[src/rtl/tf_pkg.sv]
package tf_pkg;
   localparam int          TF_ADDR_W   = 3;
   localparam logic [2:0]  OFS_DEVHEAD = 3'd6;
   localparam logic [2:0]  OFS_STATUS  = 3'd7;
   localparam int          DH_LBA_BIT  = 6;
   localparam int          DH_DEV_BIT  = 4;
   localparam int          HEAD_BITS   = 4;
   localparam logic [7:0]  STAT_BUSY_ONLY = 8'h80;

   typedef struct packed {
      logic bsy;
      logic drdy;
      logic fault;
      logic seek_ok;
      logic xfer_req;
      logic err;
   } stat_t;

   // Place the status flags at their byte positions; bits 2:1 are always 0.
   function automatic logic [7:0] stat_byte(stat_t s);
      return {s.bsy, s.drdy, s.fault, s.seek_ok, s.xfer_req, 2'b00, s.err};
   endfunction
endpackage

[src/rtl/tf_devhead_reg.sv]
module tf_devhead_reg #(
   parameter int HEAD_W = tf_pkg::HEAD_BITS
) (
   input  logic              clk,
   input  logic              rst_n,
   input  logic              wr_en,
   input  logic [7:0]        wdata,
   input  logic              init_go,
   input  logic              ext_cmd,
   output logic              lba_mode,
   output logic              dev_num,
   output logic [HEAD_W-1:0] head_raw,
   output logic [HEAD_W-1:0] chs_head,
   output logic [HEAD_W-1:0] lba_hi,
   output logic [HEAD_W-1:0] max_head
);
   import tf_pkg::*;

   if (HEAD_W != 4) begin : g_bad_head_w
      $error("tf_devhead_reg: head field must be four bits wide");
   end

   logic unused_wbits;
   assign unused_wbits = ^{wdata[7], wdata[5]};

   always_ff @(posedge clk or negedge rst_n) begin
      if (!rst_n) begin
         lba_mode <= 1'b0;
         dev_num  <= 1'b0;
         head_raw <= '0;
      end else if (wr_en) begin
         lba_mode <= wdata[DH_LBA_BIT];
         dev_num  <= wdata[DH_DEV_BIT];
         head_raw <= wdata[HEAD_W-1:0];
      end
   end

   always_ff @(posedge clk or negedge rst_n) begin
      if (!rst_n)       max_head <= '0;
      else if (init_go) max_head <= head_raw;
   end

   always_comb begin
      chs_head = lba_mode ? '0 : head_raw;
      lba_hi   = (lba_mode && !ext_cmd) ? head_raw : '0;
   end

   a_r4_max_head_hold: assert property (@(posedge clk) disable iff (!rst_n)
      !init_go |=> $stable(max_head));
   a_r3_exclusive_views: assert property (@(posedge clk) disable iff (!rst_n)
      !((chs_head != '0) && (lba_hi != '0)));
endmodule

[src/rtl/tf_status_reg.sv]
module tf_status_reg #(
   parameter int RESET_CYCLES = 16
) (
   input  logic          clk,
   input  logic          rst_n,
   input  logic          cmd_start,
   input  logic          cmd_done,
   input  logic          done_drdy,
   input  logic          done_fault,
   input  logic          done_seek,
   input  logic          done_drq,
   input  logic          done_err,
   output tf_pkg::stat_t stat,
   output logic          eng_ok
);
   import tf_pkg::*;

   localparam int  CNT_W   = (RESET_CYCLES < 1) ? 1 : $clog2(RESET_CYCLES + 1);
   localparam logic BSY_RST = (RESET_CYCLES != 0);

   if (RESET_CYCLES < 0) begin : g_bad_cycles
      $error("tf_status_reg: RESET_CYCLES must not be negative");
   end

   logic wait_end;

   if (RESET_CYCLES == 0) begin : g_no_wait
      assign wait_end = 1'b0;
      assign eng_ok   = 1'b1;
   end else begin : g_wait
      logic [CNT_W-1:0] cnt;
      always_ff @(posedge clk or negedge rst_n) begin
         if (!rst_n)          cnt <= CNT_W'(RESET_CYCLES);
         else if (cnt != '0)  cnt <= cnt - 1'b1;
      end
      assign wait_end = (cnt == CNT_W'(1));
      assign eng_ok   = (cnt == '0);
   end

   always_ff @(posedge clk or negedge rst_n) begin
      if (!rst_n) begin
         stat      <= '0;
         stat.bsy  <= BSY_RST;
         stat.drdy <= !BSY_RST;
      end else if (wait_end) begin
         stat.bsy  <= 1'b0;
         stat.drdy <= 1'b1;
      end else if (eng_ok) begin
         if (cmd_done) begin
            stat.bsy      <= 1'b0;
            stat.drdy     <= done_drdy;
            stat.fault    <= done_fault;
            stat.seek_ok  <= done_seek;
            stat.xfer_req <= done_drq;
            stat.err      <= done_err;
         end else if (cmd_start) begin
            stat.bsy <= 1'b1;
         end
      end
   end

   a_r10_busy_during_wait: assert property (@(posedge clk) disable iff (!rst_n)
      !eng_ok |-> stat.bsy);
   a_r6_start_sets_busy: assert property (@(posedge clk) disable iff (!rst_n)
      (eng_ok && cmd_start && !cmd_done) |=> stat.bsy);
   a_r5_done_loads: assert property (@(posedge clk) disable iff (!rst_n)
      (eng_ok && cmd_done) |=> (!stat.bsy && stat.err == $past(done_err)
                                && stat.xfer_req == $past(done_drq)));
endmodule

[src/rtl/tf_irq_ctl.sv]
module tf_irq_ctl (
   input  logic clk,
   input  logic rst_n,
   input  logic set_req,
   input  logic irq_en,
   input  logic ack,
   output logic intrq
);
   always_ff @(posedge clk or negedge rst_n) begin
      if (!rst_n)                  intrq <= 1'b0;
      else if (set_req && irq_en)  intrq <= 1'b1;
      else if (ack)                intrq <= 1'b0;
   end

   a_r7_raise_needs_enable: assert property (@(posedge clk) disable iff (!rst_n)
      $rose(intrq) |-> $past(set_req && irq_en));
   a_r8_ack_clears: assert property (@(posedge clk) disable iff (!rst_n)
      (ack && !(set_req && irq_en)) |=> !intrq);
endmodule

[src/rtl/tf_devstat_port.sv]
module tf_devstat_port #(
   parameter int RESET_CYCLES    = 16,
   parameter bit MASK_WHILE_BUSY = 1'b1
) (
   input  logic       clk,
   input  logic       rst_n,
   input  logic [2:0] host_addr,
   input  logic       host_wr,
   input  logic       host_rd,
   input  logic [7:0] host_wdata,
   output logic [7:0] host_rdata,
   output logic       host_rdata_oe,
   input  logic       dev_strap,
   input  logic       irq_en,
   input  logic       cmd_ext,
   input  logic       cmd_start,
   input  logic       cmd_done,
   input  logic       init_params,
   input  logic       done_drdy,
   input  logic       done_fault,
   input  logic       done_seek,
   input  logic       done_drq,
   input  logic       done_err,
   output logic       intrq,
   output logic       sel_lba,
   output logic       sel_dev,
   output logic [3:0] chs_head,
   output logic [3:0] lba_27_24,
   output logic [3:0] max_head
);
   import tf_pkg::*;

   localparam int HW = HEAD_BITS;

   logic          wr_dh, hit_dh, hit_st, selected, ack, eng_ok;
   logic [HW-1:0] head_raw;
   logic [7:0]    dh_byte, st_byte;
   stat_t         stat;

   assign wr_dh    = host_wr && (host_addr == OFS_DEVHEAD);
   assign hit_dh   = host_rd && (host_addr == OFS_DEVHEAD);
   assign hit_st   = host_rd && (host_addr == OFS_STATUS);
   assign selected = (sel_dev == dev_strap);
   assign ack      = hit_st && selected;

   tf_devhead_reg #(.HEAD_W(HW)) u_dh (
      .clk(clk), .rst_n(rst_n), .wr_en(wr_dh), .wdata(host_wdata),
      .init_go(init_params), .ext_cmd(cmd_ext),
      .lba_mode(sel_lba), .dev_num(sel_dev), .head_raw(head_raw),
      .chs_head(chs_head), .lba_hi(lba_27_24), .max_head(max_head));

   tf_status_reg #(.RESET_CYCLES(RESET_CYCLES)) u_st (
      .clk(clk), .rst_n(rst_n), .cmd_start(cmd_start), .cmd_done(cmd_done),
      .done_drdy(done_drdy), .done_fault(done_fault), .done_seek(done_seek),
      .done_drq(done_drq), .done_err(done_err), .stat(stat), .eng_ok(eng_ok));

   tf_irq_ctl u_irq (
      .clk(clk), .rst_n(rst_n), .set_req(cmd_done && eng_ok),
      .irq_en(irq_en), .ack(ack), .intrq(intrq));

   always_comb begin
      dh_byte = '0;
      dh_byte[DH_LBA_BIT] = sel_lba;
      dh_byte[DH_DEV_BIT] = sel_dev;
      dh_byte[HW-1:0]     = head_raw;
   end

   if (MASK_WHILE_BUSY) begin : g_mask
      assign st_byte = stat.bsy ? STAT_BUSY_ONLY : stat_byte(stat);
   end else begin : g_raw
      assign st_byte = stat_byte(stat);
   end

   always_comb begin
      host_rdata_oe = (hit_dh || hit_st) && selected;
      if (!host_rdata_oe) host_rdata = '0;
      else if (hit_st)    host_rdata = st_byte;
      else                host_rdata = dh_byte;
   end

   a_r9_ack_only_selected_status: assert property (@(posedge clk) disable iff (!rst_n)
      $fell(intrq) |-> $past(hit_st && host_rdata_oe));
   a_r9_oe_matches_strap: assert property (@(posedge clk) disable iff (!rst_n)
      host_rdata_oe |-> (u_dh.dev_num == dev_strap));
   a_r1_no_stray_oe: assert property (@(posedge clk) disable iff (!rst_n)
      (host_addr != OFS_DEVHEAD && host_addr != OFS_STATUS) |-> !host_rdata_oe);
endmodule

[config.mk]
export PLATFORM = sky130hd
export DESIGN_NAME = tf_devstat_port
export DESIGN_NICKNAME = d
export VERILOG_FILES = /design/src/rtl/tf_pkg.sv /design/src/rtl/tf_devhead_reg.sv /design/src/rtl/tf_status_reg.sv /design/src/rtl/tf_irq_ctl.sv /design/src/rtl/tf_devstat_port.sv
export SDC_FILE = /design/constraint.sdc
export NUM_CORES = 1
export LEC_CHECK = 0
export ABC_AREA = 0
export BUFFER_PORTS_ARGS = -buffer_cell sky130_fd_sc_hd__buf_4
export CORE_AREA = 2 2 62 52
export CTS_CLUSTER_SIZE = 24
export DETAILED_ROUTE_END_ITERATION = 8
export DIE_AREA = 0 0 64 54
export PLACE_DENSITY = 0.76
export SYNTH_ARGS = -nofsm -noshare
export SYNTH_HDL_FRONTEND = slang
export SYNTH_SLANG_ARGS = --single-unit
[constraint.sdc]
create_clock -name clk -period 1.9 [get_ports clk]
set_input_delay 0.095 -clock clk [delete_from_list [all_inputs] [get_ports clk]]
set_output_delay 0.095 -clock clk [all_outputs]
set_load 0.01 [all_outputs]
==> impl_metrics.yaml <==
sta:
  max_slew_margin: 0.7301
  rsz0062_at_grt: "no"
  period_minus_slack_ns: 1.733
  setup_viol: 0
  fmax_mhz: 577.2
  worstMarginPinSlew_ns: 0.3992
  skew_ns: 0.002689
  finalCritPeriodShare: 0.9119
  hold_viol: 0
  setup_tns_ns: 0
  slew_viol_final: 0
  hold_ws_ns: 0.02349
worst_setup_path:
  reg2reg_from: "u_st.g_wait.cnt[0]$_DFFE_PN0P_"
  crit_type: "reg2out"
  end_kind: "primary output"
  crit_required_ns: 1.80
  path_cells: "xnor2_2, nand4_1, buf_4, nor3b_1, buf_4"
  r2r-end: "u_st.stat[4]$_DFFE_PN0P_"
  path_max_fanout: 6
  cpMostUsedCell: "buf_4"
  crit_slowest_cell: "dfrtp_1"
  startpoint: "u_dh.dev_num$_DFFE_PN0P_"
  cpPeakStageDelay_ns: 0.45
  start_kind: "register"
  arrival_ns: 1.64
  regToRegSetupSlack_ns: 0.27
  reg2reg_depth: 5
synthesis:
  synth_compound_area_frac: 0.06912
  syn_area_um2: 1086
  avgSynthCellArea_um2: 12.07
  yosysWarnings: 0
  synthSimpleGateAreaFrac: 0.1982
  synthAdderAreaFrac: 0.02304
  seq_area_frac_synth: 0.5092
  synth_top_family_by_area: "simple AND/OR/NAND/NOR gates"
  synth_xor_area_frac: 0.03226
  synth_mux_area_frac: 0.1544
  synth_cells: 90
  synth_area_leaders: "dfrtp_1 (46%), mux2_2 (15%), dfstp_2 (4.8%)"
  synth_area_leader_cell: "dfrtp_1"
  synth-seq-cells: 22
  synth_nets: 118
  yosys.area.top_type_share: 0.4608
  synth_cell_types: 28
routing:
  vias_per_cell: 4.967
  avgRoutedWirePerCell_um: 13.55
  drc: 0
  final_antenna_net_count: 0
  met3_length_um: 142
  wl_um: 2479
  wl_met2_um: 1288
  dr.pass1.iters: 4
  vias: 909
  wl_met1_um: 1048
  routed.top_layer: "met3"
  drtIter0Drc: 18
outcome:
  outcome: "finished clean"
die:
  ioPinCount: 50
  die-area_um2: 3456
  core-area_um2: 2905
  die_y_um: 54
  die_w_um: 64
  row_count: 18
  start_util: 0.3738
final_layout:
  fin_cells: 183
  nNetsFinal: 173
  fill_cells: 279
  diodes: 0
  layout-area-overhead-vs-synth_pct: 42.74
  drive_gt1_frac: 0.4895
clock_network:
  cts-htree-levels: 1
  path_clk_slew_ns: 0.11
  cts_buffers: 3
  clockBufferDepth: 2
  cts.sinks: 22
  root_buffer: "clkbuf_4"
  clock_latency_ns: 0.30
  cts_tree: "yes"
global_routing:
  grt_pass1_vias: 899
  overflow: 0
  grt_use_total: 0.1545
  grt_pass1_wl_um: 4050
  antenna_found_initial: 0
  grt_max_degree: 23
worst_hold_path:
  hp-class: "in2reg"
  hold_end: "u_st.stat[2]$_DFFE_PN0P_"
  holdPathStages: 2
  min-delay-start: "done_seek"
placement:
  routabilityCongestion: 0.7828
  portBuffers: 47
  dp_hpwl_um: 1954
  numPlacedInstances: 177
power:
  powerDensity_nw_per_um2: 724.5
  power_w: 0.001123
  p_leak_nw: 0.7395
  peakVddDrop_mv: 0.3486
job:
  maxCapViolations: 0
[registers in the layout (all words and copies together) (netlist names)]
register         cells
u_dh.dev_num         1
u_dh.head_raw        4
u_dh.lba_mode        1
u_dh.max_head        4
u_irq.intrq          1
u_st.g_wait.cnt      5
u_st.stat            6
[power by group]
part | switching, W | internal [W] | leakage (nW) | total, W
Combinational | 0.000127 | 0.000199 | 0.461 | 0.000326
Sequential | 0.0000595 | 0.000534 | 0.265 | 0.000593
Clock | 0.000130 | 0.0000738 | 0.0138 | 0.000204
[cells by family (layout without fill, tap and decap cells)]
group,after synthesis,count (layout)
adders and majority gates,2,2
xor gates and xnor gates,4,4
muxes,15,15
buffers and inverters,4,57
and+or+nand+nor,33,33
DFF,22,22
AOI/OAI and AO/OA,10,10
[final cells by class]
class                           count  area (um2)  share of cell area
Clock buffer                        3       22.52             0.01453
Inverter                            3       11.26            0.007264
Multi-Input combinational cell     64       525.5              0.3390
Sequential cell                    22       553.0              0.3567
Tap cell                           40       50.05             0.03228
Timing Repair Buffer               51       387.9              0.2502
[synthesized netlist by cell type]
master    instances
mux2i_1           1
a311o_1           1
nor2_1            7
a211oi_1          4
inv_1             3
mux2_2           14
nand2b_1          4
nor3_1            1
nand3b_1          1
and4_1            1
and2_1            4
nor4b_4           1
and3_1            1
clkbuf_1          1
a21boi_1          1
nor3b_1           3
nand2_1           1
nor4b_1           1
nand4b_1          1
a21boi_0          1
a32o_1            1
ha_1              2
dfstp_2           2
a21oi_1           2
dfrtp_1          20
xnor2_1           4
nor2b_1           5
nand4_1           2
[stage by stage]
| stage | area [um2] | setup WS [ns] | utilization |
|---|---|---|---|
| detailed placement | 1493 | 0.2831 | 0.5138 |
| global route | 1550 | 0.04509 | 0.5336 |
| finish | 1550 | 0.1674 | 0.5336 |
| floorplan | 1086 | 0.2853 | - |
| global placement | 1493 | 0.3270 | 0.5138 |
| CTS | 1543 | 0.08068 | 0.5310 |
[how the worst max path moves through the flow]
| stage | to | cells after the start | slack (ns) |
|---|---|---|---|
| finish | host_rdata[1] | 5 | 0.17 |
| global route | host_rdata[2] | 5 | 0.05 |
| CTS | host_rdata[1] | 5 | 0.08 |
| detailed placement | u_st.stat[4]$_DFFE_PN0P_ | 5 | 0.28 |
| global placement | u_st.stat[4]$_DFFE_PN0P_ | 5 | 0.33 |
| floorplan | u_st.stat[4]$_DFFE_PN0P_ | 5 | 0.29 |
[metal layers]
metal	global-route usage	vias up
met3	0.02301	0
met1	0.1840	444
li1	-	434
met4	0.04348	0
met2	0.2951	31
met5	0	-
[worst max-delay path: cells and delay by family, from the launching register on]
kind                      cells  cell delay [ns]
and+or+nand+nor               2             0.33
DFF                           1             0.45
buffers and inverters         2             0.34
xor gates and xnor gates      1             0.21
[layout by cell type (no fill, tap or decap), types with 3 or more instances in the layout]
master / instances
dfrtp_1: 20
buf_4: 49
nor3b_1: 3
nor2_1: 7
mux2_2: 14
and2_1: 4
inv_1: 3
a211oi_1: 4
clkbuf_4: 3
xnor2_1: 3
nor2b_1: 5
nand2b_1: 4
[repair_timing]
item	in CTS	in global routing
gates resized for setup	0	1
buffers inserted	1	0
hold endpoints to repair	23	0
hold buffers	2	0
endpoints found under the setup margin	1	4
pin swaps	1	0
Power figures use the tool's default switching activity.
